**config.mk**
```make
export PLATFORM = sky130hd
export DESIGN_NAME = cplx_mixer
export DESIGN_NICKNAME = d
export VERILOG_FILES = /design/src/rtl/cmix_pkg.sv /design/src/rtl/cmix_sat_add.sv /design/src/rtl/cmix_dbl_sat.sv /design/src/rtl/cmix_prod_rnd.sv /design/src/rtl/cplx_mixer.sv
export SDC_FILE = /design/constraint.sdc
export NUM_CORES = 2
export LEC_CHECK = 0
export BUFFER_PORTS_ARGS = -buffer_cell sky130_fd_sc_hd__buf_2
export CAP_MARGIN = 20
export CORE_MARGIN = 2
export CORE_UTILIZATION = 24
export CTS_CLUSTER_SIZE = 28
export DETAILED_ROUTE_END_ITERATION = 6
export SLEW_MARGIN = 20
export SYNTH_ARGS = -nofsm -noshare
export SYNTH_HDL_FRONTEND = slang
export SYNTH_SLANG_ARGS = --single-unit
```
**constraint.sdc**
```tcl
create_clock -name clk -period 7.4 [get_ports clk]
set_input_delay 1.11 -clock clk [delete_from_list [all_inputs] [get_ports clk]]
set_output_delay 1.11 -clock clk [all_outputs]
set_load 0.02 [all_outputs]
```
**src/rtl/cmix_pkg.sv**
```systemverilog
`timescale 1ns/1ps
package cmix_pkg;
    // Per-sample controls, carried beside the data through the pipeline
    typedef struct packed {
        logic rnd;
        logic dbl;
        logic clr;
    } cmix_ctl_t;
endpackage

```
**src/rtl/cmix_sat_add.sv**
```systemverilog
`timescale 1ns/1ps
// Two's complement addition clamped to the W-bit range
module cmix_sat_add #(
    parameter int W = 12
) (
    input  logic [W-1:0] a,
    input  logic [W-1:0] b,
    output logic [W-1:0] y
);
    logic [W:0] s;
    logic       ovf;

    always_comb begin
        s   = {a[W-1], a} + {b[W-1], b};
        ovf = s[W] ^ s[W-1];
        if (ovf) y = s[W] ? {1'b1, {(W-1){1'b0}}} : {1'b0, {(W-1){1'b1}}};
        else     y = s[W-1:0];
    end
endmodule

```
**src/rtl/cmix_dbl_sat.sv**
```systemverilog
`timescale 1ns/1ps
// Optional multiply by two with saturation to full scale
module cmix_dbl_sat #(
    parameter int W = 12
) (
    input  logic [W-1:0] a,
    input  logic         en,
    output logic [W-1:0] y
);
    logic ovf;

    always_comb begin
        ovf = a[W-1] ^ a[W-2];
        if (!en)     y = a;
        else if (ovf) y = a[W-1] ? {1'b1, {(W-1){1'b0}}} : {1'b0, {(W-1){1'b1}}};
        else          y = {a[W-2:0], 1'b0};
    end
endmodule

```
**src/rtl/cmix_prod_rnd.sv**
```systemverilog
`timescale 1ns/1ps
// Signed multiply, drop CW-1 fraction bits by floor or round-half-even,
// then clamp to DW bits
module cmix_prod_rnd #(
    parameter int DW = 12,
    parameter int CW = 12
) (
    input  logic [DW-1:0] a,
    input  logic [CW-1:0] b,
    input  logic          rnd,
    output logic [DW-1:0] y
);
    localparam int PW = DW + CW;
    localparam int SH = CW - 1;
    localparam int KW = PW - SH;

    logic [PW-1:0] p;
    logic [KW-1:0] kept;
    logic          rup;
    logic [KW:0]   r;
    logic [KW:DW-1] top;

    always_comb begin
        p    = {{CW{a[DW-1]}}, a} * {{DW{b[CW-1]}}, b};
        kept = p[PW-1:SH];
        // above half, or exactly half with an odd kept value
        rup  = rnd & p[SH-1] & ((|p[SH-2:0]) | p[SH]);
        r    = {kept[KW-1], kept} + {{KW{1'b0}}, rup};
        top  = r[KW:DW-1];
        if ((&top) || !(|top)) y = r[DW-1:0];
        else if (r[KW])        y = {1'b1, {(DW-1){1'b0}}};
        else                   y = {1'b0, {(DW-1){1'b1}}};
    end
endmodule

```
**src/rtl/cplx_mixer.sv**
```systemverilog
`timescale 1ns/1ps
module cplx_mixer
    import cmix_pkg::*;
#(
    parameter int DW = 12,
    parameter int CW = 12
) (
    input  logic          clk,
    input  logic          rst_n,
    input  logic          in_vld,
    input  logic [DW-1:0] smp_i,
    input  logic [DW-1:0] smp_q,
    input  logic [CW-1:0] cos_e,
    input  logic [CW-1:0] sin_e,
    input  logic [CW-1:0] cos_o,
    input  logic [CW-1:0] sin_o,
    input  logic [DW-1:0] ofs_in_i,
    input  logic [DW-1:0] ofs_in_q,
    input  logic [DW-1:0] ofs_out_i,
    input  logic [DW-1:0] ofs_out_q,
    input  logic          rnd_en,
    input  logic          dbl_en,
    input  logic          sum_clr,
    output logic          out_vld,
    output logic [DW-1:0] prod_i_ev,
    output logic [DW-1:0] prod_q_ev,
    output logic [DW-1:0] prod_i_od,
    output logic [DW-1:0] prod_q_od,
    output logic [DW-1:0] sym_i,
    output logic [DW-1:0] sym_q
);
    localparam int NPROD = 4;

    // stage 1: offset samples and registered coefficients
    typedef struct packed {
        logic          vld;
        cmix_ctl_t     ctl;
        logic [DW-1:0] xi, xq;
        logic [CW-1:0] ce, se, co, so;
        logic [DW-1:0] ooi, ooq;
    } st1_t;

    // stage 2: reduced products
    typedef struct packed {
        logic                     vld;
        cmix_ctl_t                ctl;
        logic [NPROD-1:0][DW-1:0] pr;
        logic [DW-1:0]            ooi, ooq;
    } st2_t;

    // stage 3: sums after doubling
    typedef struct packed {
        logic                     vld;
        logic [NPROD-1:0][DW-1:0] pr;
        logic [DW-1:0]            si, sq;
        logic [DW-1:0]            ooi, ooq;
    } st3_t;

    // stage 4: outputs
    typedef struct packed {
        logic                     vld;
        logic [NPROD-1:0][DW-1:0] pr;
        logic [DW-1:0]            si, sq;
    } st4_t;

    typedef struct packed {
        st1_t s1;
        st2_t s2;
        st3_t s3;
        st4_t s4;
    } pipe_t;

    pipe_t pipe_d, pipe_q;

    // input offsets
    logic [DW-1:0] xi_ofs, xq_ofs;

    cmix_sat_add #(.W(DW)) u_ofs_in_i (.a(smp_i), .b(ofs_in_i), .y(xi_ofs));
    cmix_sat_add #(.W(DW)) u_ofs_in_q (.a(smp_q), .b(ofs_in_q), .y(xq_ofs));

    // product index: 0 = I even, 1 = Q even, 2 = I odd, 3 = Q odd
    logic [NPROD-1:0][DW-1:0] mul_x;
    logic [NPROD-1:0][CW-1:0] mul_c;
    logic [NPROD-1:0][DW-1:0] mul_p;

    assign mul_x = {pipe_q.s1.xq, pipe_q.s1.xq, pipe_q.s1.xi, pipe_q.s1.xi};
    assign mul_c = {pipe_q.s1.so, pipe_q.s1.co, pipe_q.s1.se, pipe_q.s1.ce};

    for (genvar g = 0; g < NPROD; g++) begin : g_mul
        cmix_prod_rnd #(.DW(DW), .CW(CW)) u_mul (
            .a   (mul_x[g]),
            .b   (mul_c[g]),
            .rnd (pipe_q.s1.ctl.rnd),
            .y   (mul_p[g])
        );
    end

    // cross sums with optional odd-term clear, then doubling
    logic [DW-1:0] odd_i, odd_q, sum_i, sum_q, dbl_i, dbl_q;

    assign odd_i = pipe_q.s2.ctl.clr ? '0 : pipe_q.s2.pr[3];
    assign odd_q = pipe_q.s2.ctl.clr ? '0 : pipe_q.s2.pr[2];

    cmix_sat_add #(.W(DW)) u_sum_i (.a(pipe_q.s2.pr[0]), .b(odd_i), .y(sum_i));
    cmix_sat_add #(.W(DW)) u_sum_q (.a(pipe_q.s2.pr[1]), .b(odd_q), .y(sum_q));

    cmix_dbl_sat #(.W(DW)) u_dbl_i (.a(sum_i), .en(pipe_q.s2.ctl.dbl), .y(dbl_i));
    cmix_dbl_sat #(.W(DW)) u_dbl_q (.a(sum_q), .en(pipe_q.s2.ctl.dbl), .y(dbl_q));

    // output offsets
    logic [DW-1:0] so_i, so_q;

    cmix_sat_add #(.W(DW)) u_ofs_out_i (.a(pipe_q.s3.si), .b(pipe_q.s3.ooi), .y(so_i));
    cmix_sat_add #(.W(DW)) u_ofs_out_q (.a(pipe_q.s3.sq), .b(pipe_q.s3.ooq), .y(so_q));

    always_comb begin
        pipe_d = pipe_q;

        pipe_d.s1.vld     = in_vld;
        pipe_d.s1.ctl.rnd = rnd_en;
        pipe_d.s1.ctl.dbl = dbl_en;
        pipe_d.s1.ctl.clr = sum_clr;
        pipe_d.s1.xi      = xi_ofs;
        pipe_d.s1.xq      = xq_ofs;
        pipe_d.s1.ce      = cos_e;
        pipe_d.s1.se      = sin_e;
        pipe_d.s1.co      = cos_o;
        pipe_d.s1.so      = sin_o;
        pipe_d.s1.ooi     = ofs_out_i;
        pipe_d.s1.ooq     = ofs_out_q;

        pipe_d.s2.vld = pipe_q.s1.vld;
        pipe_d.s2.ctl = pipe_q.s1.ctl;
        pipe_d.s2.pr  = mul_p;
        pipe_d.s2.ooi = pipe_q.s1.ooi;
        pipe_d.s2.ooq = pipe_q.s1.ooq;

        pipe_d.s3.vld = pipe_q.s2.vld;
        pipe_d.s3.pr  = pipe_q.s2.pr;
        pipe_d.s3.si  = dbl_i;
        pipe_d.s3.sq  = dbl_q;
        pipe_d.s3.ooi = pipe_q.s2.ooi;
        pipe_d.s3.ooq = pipe_q.s2.ooq;

        pipe_d.s4.vld = pipe_q.s3.vld;
        pipe_d.s4.pr  = pipe_q.s3.pr;
        pipe_d.s4.si  = so_i;
        pipe_d.s4.sq  = so_q;
    end

    always_ff @(posedge clk or negedge rst_n) begin
        if (!rst_n) pipe_q <= '0;
        else        pipe_q <= pipe_d;
    end

    assign out_vld   = pipe_q.s4.vld;
    assign prod_i_ev = pipe_q.s4.pr[0];
    assign prod_q_ev = pipe_q.s4.pr[1];
    assign prod_i_od = pipe_q.s4.pr[2];
    assign prod_q_od = pipe_q.s4.pr[3];
    assign sym_i     = pipe_q.s4.si;
    assign sym_q     = pipe_q.s4.sq;
endmodule

```
==> results by group <==
Outcome
  – Status: finished, final reports clean

Worst setup path
  – Top cell by count, worst path: fa_1
  – Startpoint Class: flop
  – Worst path cell trace: buf_4 -> nand2_1 -> fa_1 -> fa_1 -> fa_1 -> inv_1 -> fa_1 -> inv_1 -> fa_1 -> inv_1 -> ha_1 -> o211ai_1 -> o21ai_0 -> o31ai_1 -> or3b_1 -> a22oi_1 -> o21ai_1 -> or3_4 -> o21a_2 -> a211oi_1 -> a21oi_1
  – Crit path DAT: 7.41 ns
  – Worst-path fanout max: 13
  – Flop2flop setup slack: 0.42 ns
  – Setup crit end kind: flop
  – WP data required: 7.83 ns
  – CP max stage delay: 0.72 ns
  – CP max-delay cell: dfrtp_1
  – Crit Path Class: flop to flop

GRT
  – Number of global-route vias before repair: 27793
  – Initial antenna violation count: 10
  – Total grt overflow: 0
  – Total GRT Usage: 0.118
  – First-pass GRT wire length: 148000 µm
  – Largest net degree at the start of global routing: 122

Logic synthesis
  – Mapped cell area: 37500 µm²
  – Seq/Total Area, Yosys: 0.230
  – Netlist cell types: 108
  – Post-synth EDFFs: 0
  – Asr flop ratio synth: 1.00
  – Cells after Synth: 3899
  – Synth warn: 0
  – Mapped Nets: 4869
  – Synthesized flop and latch total: 345
  – Synth Flop Type: dfrtp_1
  – Mean Syn Cell Area: 9.63 µm²

Detailed routing
  – Detailed Routing Iterations Pass 1: 6
  – Iteration-0 DRC Markers: 1539
  – Via Count: 26222
  – Drt drc: 0
  – Final WL: 91300 µm
  – Post-route ant nets: 0
  – DR vias/cell: 4.31
  – Avg WL per Cell: 15.0 µm

Floorplan
  – Total core area: 156000 µm²
  – Die Y: 399 µm
  – Starting Density: 0.241
  – Io pins: 199
  – Die Area: 160000 µm²
  – Site Rows: 145
  – Die X: 399 µm

STA
  – Clock skew: 0.0564 ns
  – Final Hold Slack: 0.321 ns
  – Peak Freq: 143 MHz
  – Setup ws final: 0.420 ns
  – Slew at the pin closest to its max-slew limit: 1.08 ns
  – Slew Viols, Final: 0
  – Setup TNS: 0 ns
  – Final hold violation count: 0
  – Slew margin rel.: 0.275
  – Final period util: 0.943
  – Tmin final: 6.98 ns
  – Final setup viols: 0
  – RSZ-0062 raised after global routing: no

Clocking
  – Num CTS Buffers: 43
  – H-tree levels: 2
  – Worst skew pair latency: 0.64 ns
  – CTS tree: built
  – Clock root buffer: clkbuf_16
  – CTS sink cnt: 345
  – # hold bufs at CTS: 0
  – Reg clk slew, reported paths: 0.06 ns
  – Max clock buf depth: 3

Run
  – Max_cap viols: 0

Place
  – DP Worst Slack: 0.354 ns
  – Final Wtd Congestion: 0.846
  – Post-DP HPWL: 75300 µm
  – IO buf count: 198
  – Post-DP Area: 40400 µm²

Min path
  – Tightest Hold Check Type: flop to flop

Cells and area
  – Nets@finish: 4964
  – Area Overhead vs Synth: 11.6%
  – Share of cells above drive strength 1: 0.0949
  – Finished Cell Area: 41900 µm²
-- per-stage QoR --
| step | util | cells |
|---|---|---|
| after floorplan | - | 3899 |
| after global placement | 0.259 | 6007 |
| after detailed placement | 0.259 | 6007 |
| after CTS | 0.269 | 6083 |
| after global routing | 0.269 | 6083 |
| final | 0.269 | 6084 |
-- synth_stat cells (41+ instances only) --
| cell | instances | area [µm²] |
|---|---|---|
| clkbuf_1 | 113 | 424 |
| a21oi_1 | 129 | 646 |
| inv_1 | 786 | 2950 |
| nand2_1 | 430 | 1610 |
| fa_1 | 558 | 11200 |
| nor2_1 | 148 | 556 |
| xnor2_1 | 123 | 1080 |
| a21o_1 | 49 | 368 |
| o21ai_0 | 77 | 385 |
| buf_4 | 73 | 548 |
| dfrtp_1 | 345 | 8630 |
| o21a_1 | 49 | 368 |
| ha_1 | 286 | 3580 |
| and2_1 | 202 | 1260 |
| nor3_1 | 41 | 205 |
| nor2b_1 | 44 | 275 |
-- registers in the layout, indices dropped and copies added (netlist names) --
| register | cells |
|---|---|
| mul_c | 48 |
| mul_x | 24 |
| out_vld | 1 |
| pipe_d | 150 |
| pipe_q | 50 |
| prod_i_ev | 12 |
| prod_i_od | 12 |
| prod_q_ev | 12 |
| prod_q_od | 12 |
| sym_i | 12 |
| sym_q | 12 |
-- kinds of logic after synthesis --
group,Yosys count,share of synthesized area
compound gates,498,0.0890
xor+xnor,162,0.0382
fa+ha+maj,845,0.393
buf+inv,985,0.107
flops,345,0.230
mux,10,0.00273
simple gates,1054,0.140
-- routing by layer --
layer	vias to the layer above	wire, µm	global-route usage
met1	13231	40700	0.157
met2	623	42800	0.194
met3	118	5260	0.0206
met4	8	2430	0.0341
met5	-	48	0
li1	12242	-	-
-- placed cells by master, fill, tap and decap left out, types with 41 or more instances in the layout --
| cell | count |
|---|---|
| inv_1 | 786 |
| fa_1 | 558 |
| nand2_1 | 430 |
| dfrtp_1 | 339 |
| ha_1 | 285 |
| and2_1 | 202 |
| buf_2 | 197 |
| nor2_1 | 148 |
| a21oi_1 | 129 |
| xnor2_1 | 123 |
| o21ai_0 | 76 |
| a21o_1 | 49 |
| o21a_1 | 49 |
| buf_4 | 46 |
| nor2b_1 | 44 |
| clkbuf_16 | 43 |
| nor3_1 | 41 |
-- what timing repair did --
item | 4_1_cts | 5_1_grt
setup buffers | 0 | 0
endpoints found under the setup margin | 0 | 34
gates resized for setup | 0 | 12
-- critical path, delay by kind of cell (launching register included) --
| family | cells | cell delay (ns) |
|---|---|---|
| AOI/OAI and AO/OA | 8 | 1.98 |
| adders and majority gates | 6 | 2.70 |
| and+or+nand+nor | 3 | 0.93 |
| buffers and inverters | 4 | 0.47 |
| DFF | 1 | 0.72 |
-- worst paths after layout --
| check | start | endpoint | cells past startpoint |
|---|---|---|---|
| worst max-delay path | mul_x[26] | pipe_d[161] | 21 |
| worst min-delay path | pipe_d[192] | pipe_d[95] | 0 |
| worst max register to register | mul_x[26] | pipe_d[161] | 21 |
| worst min register to register | pipe_d[192] | pipe_d[95] | 0 |
| max in group asynchronous | rst_n | pipe_d[91] | 3 |
| min in group asynchronous | rst_n | mul_c[40] | 1 |
-- area by class of cell --
class	count	area (µm²)
Fill cell	16441	114000
Timing Repair Buffer	245	1370
Inverter	790	2970
Multi-Input combinational cell	2569	24900
Antenna cell	1	2.50
Clock buffer	58	1230
Tap cell	2058	2570
Sequential cell	345	8640
Clock inverter	18	196
Power is not shown: default switching activity piles up to over one toggle a cycle in this logic, so the estimate is an artifact.
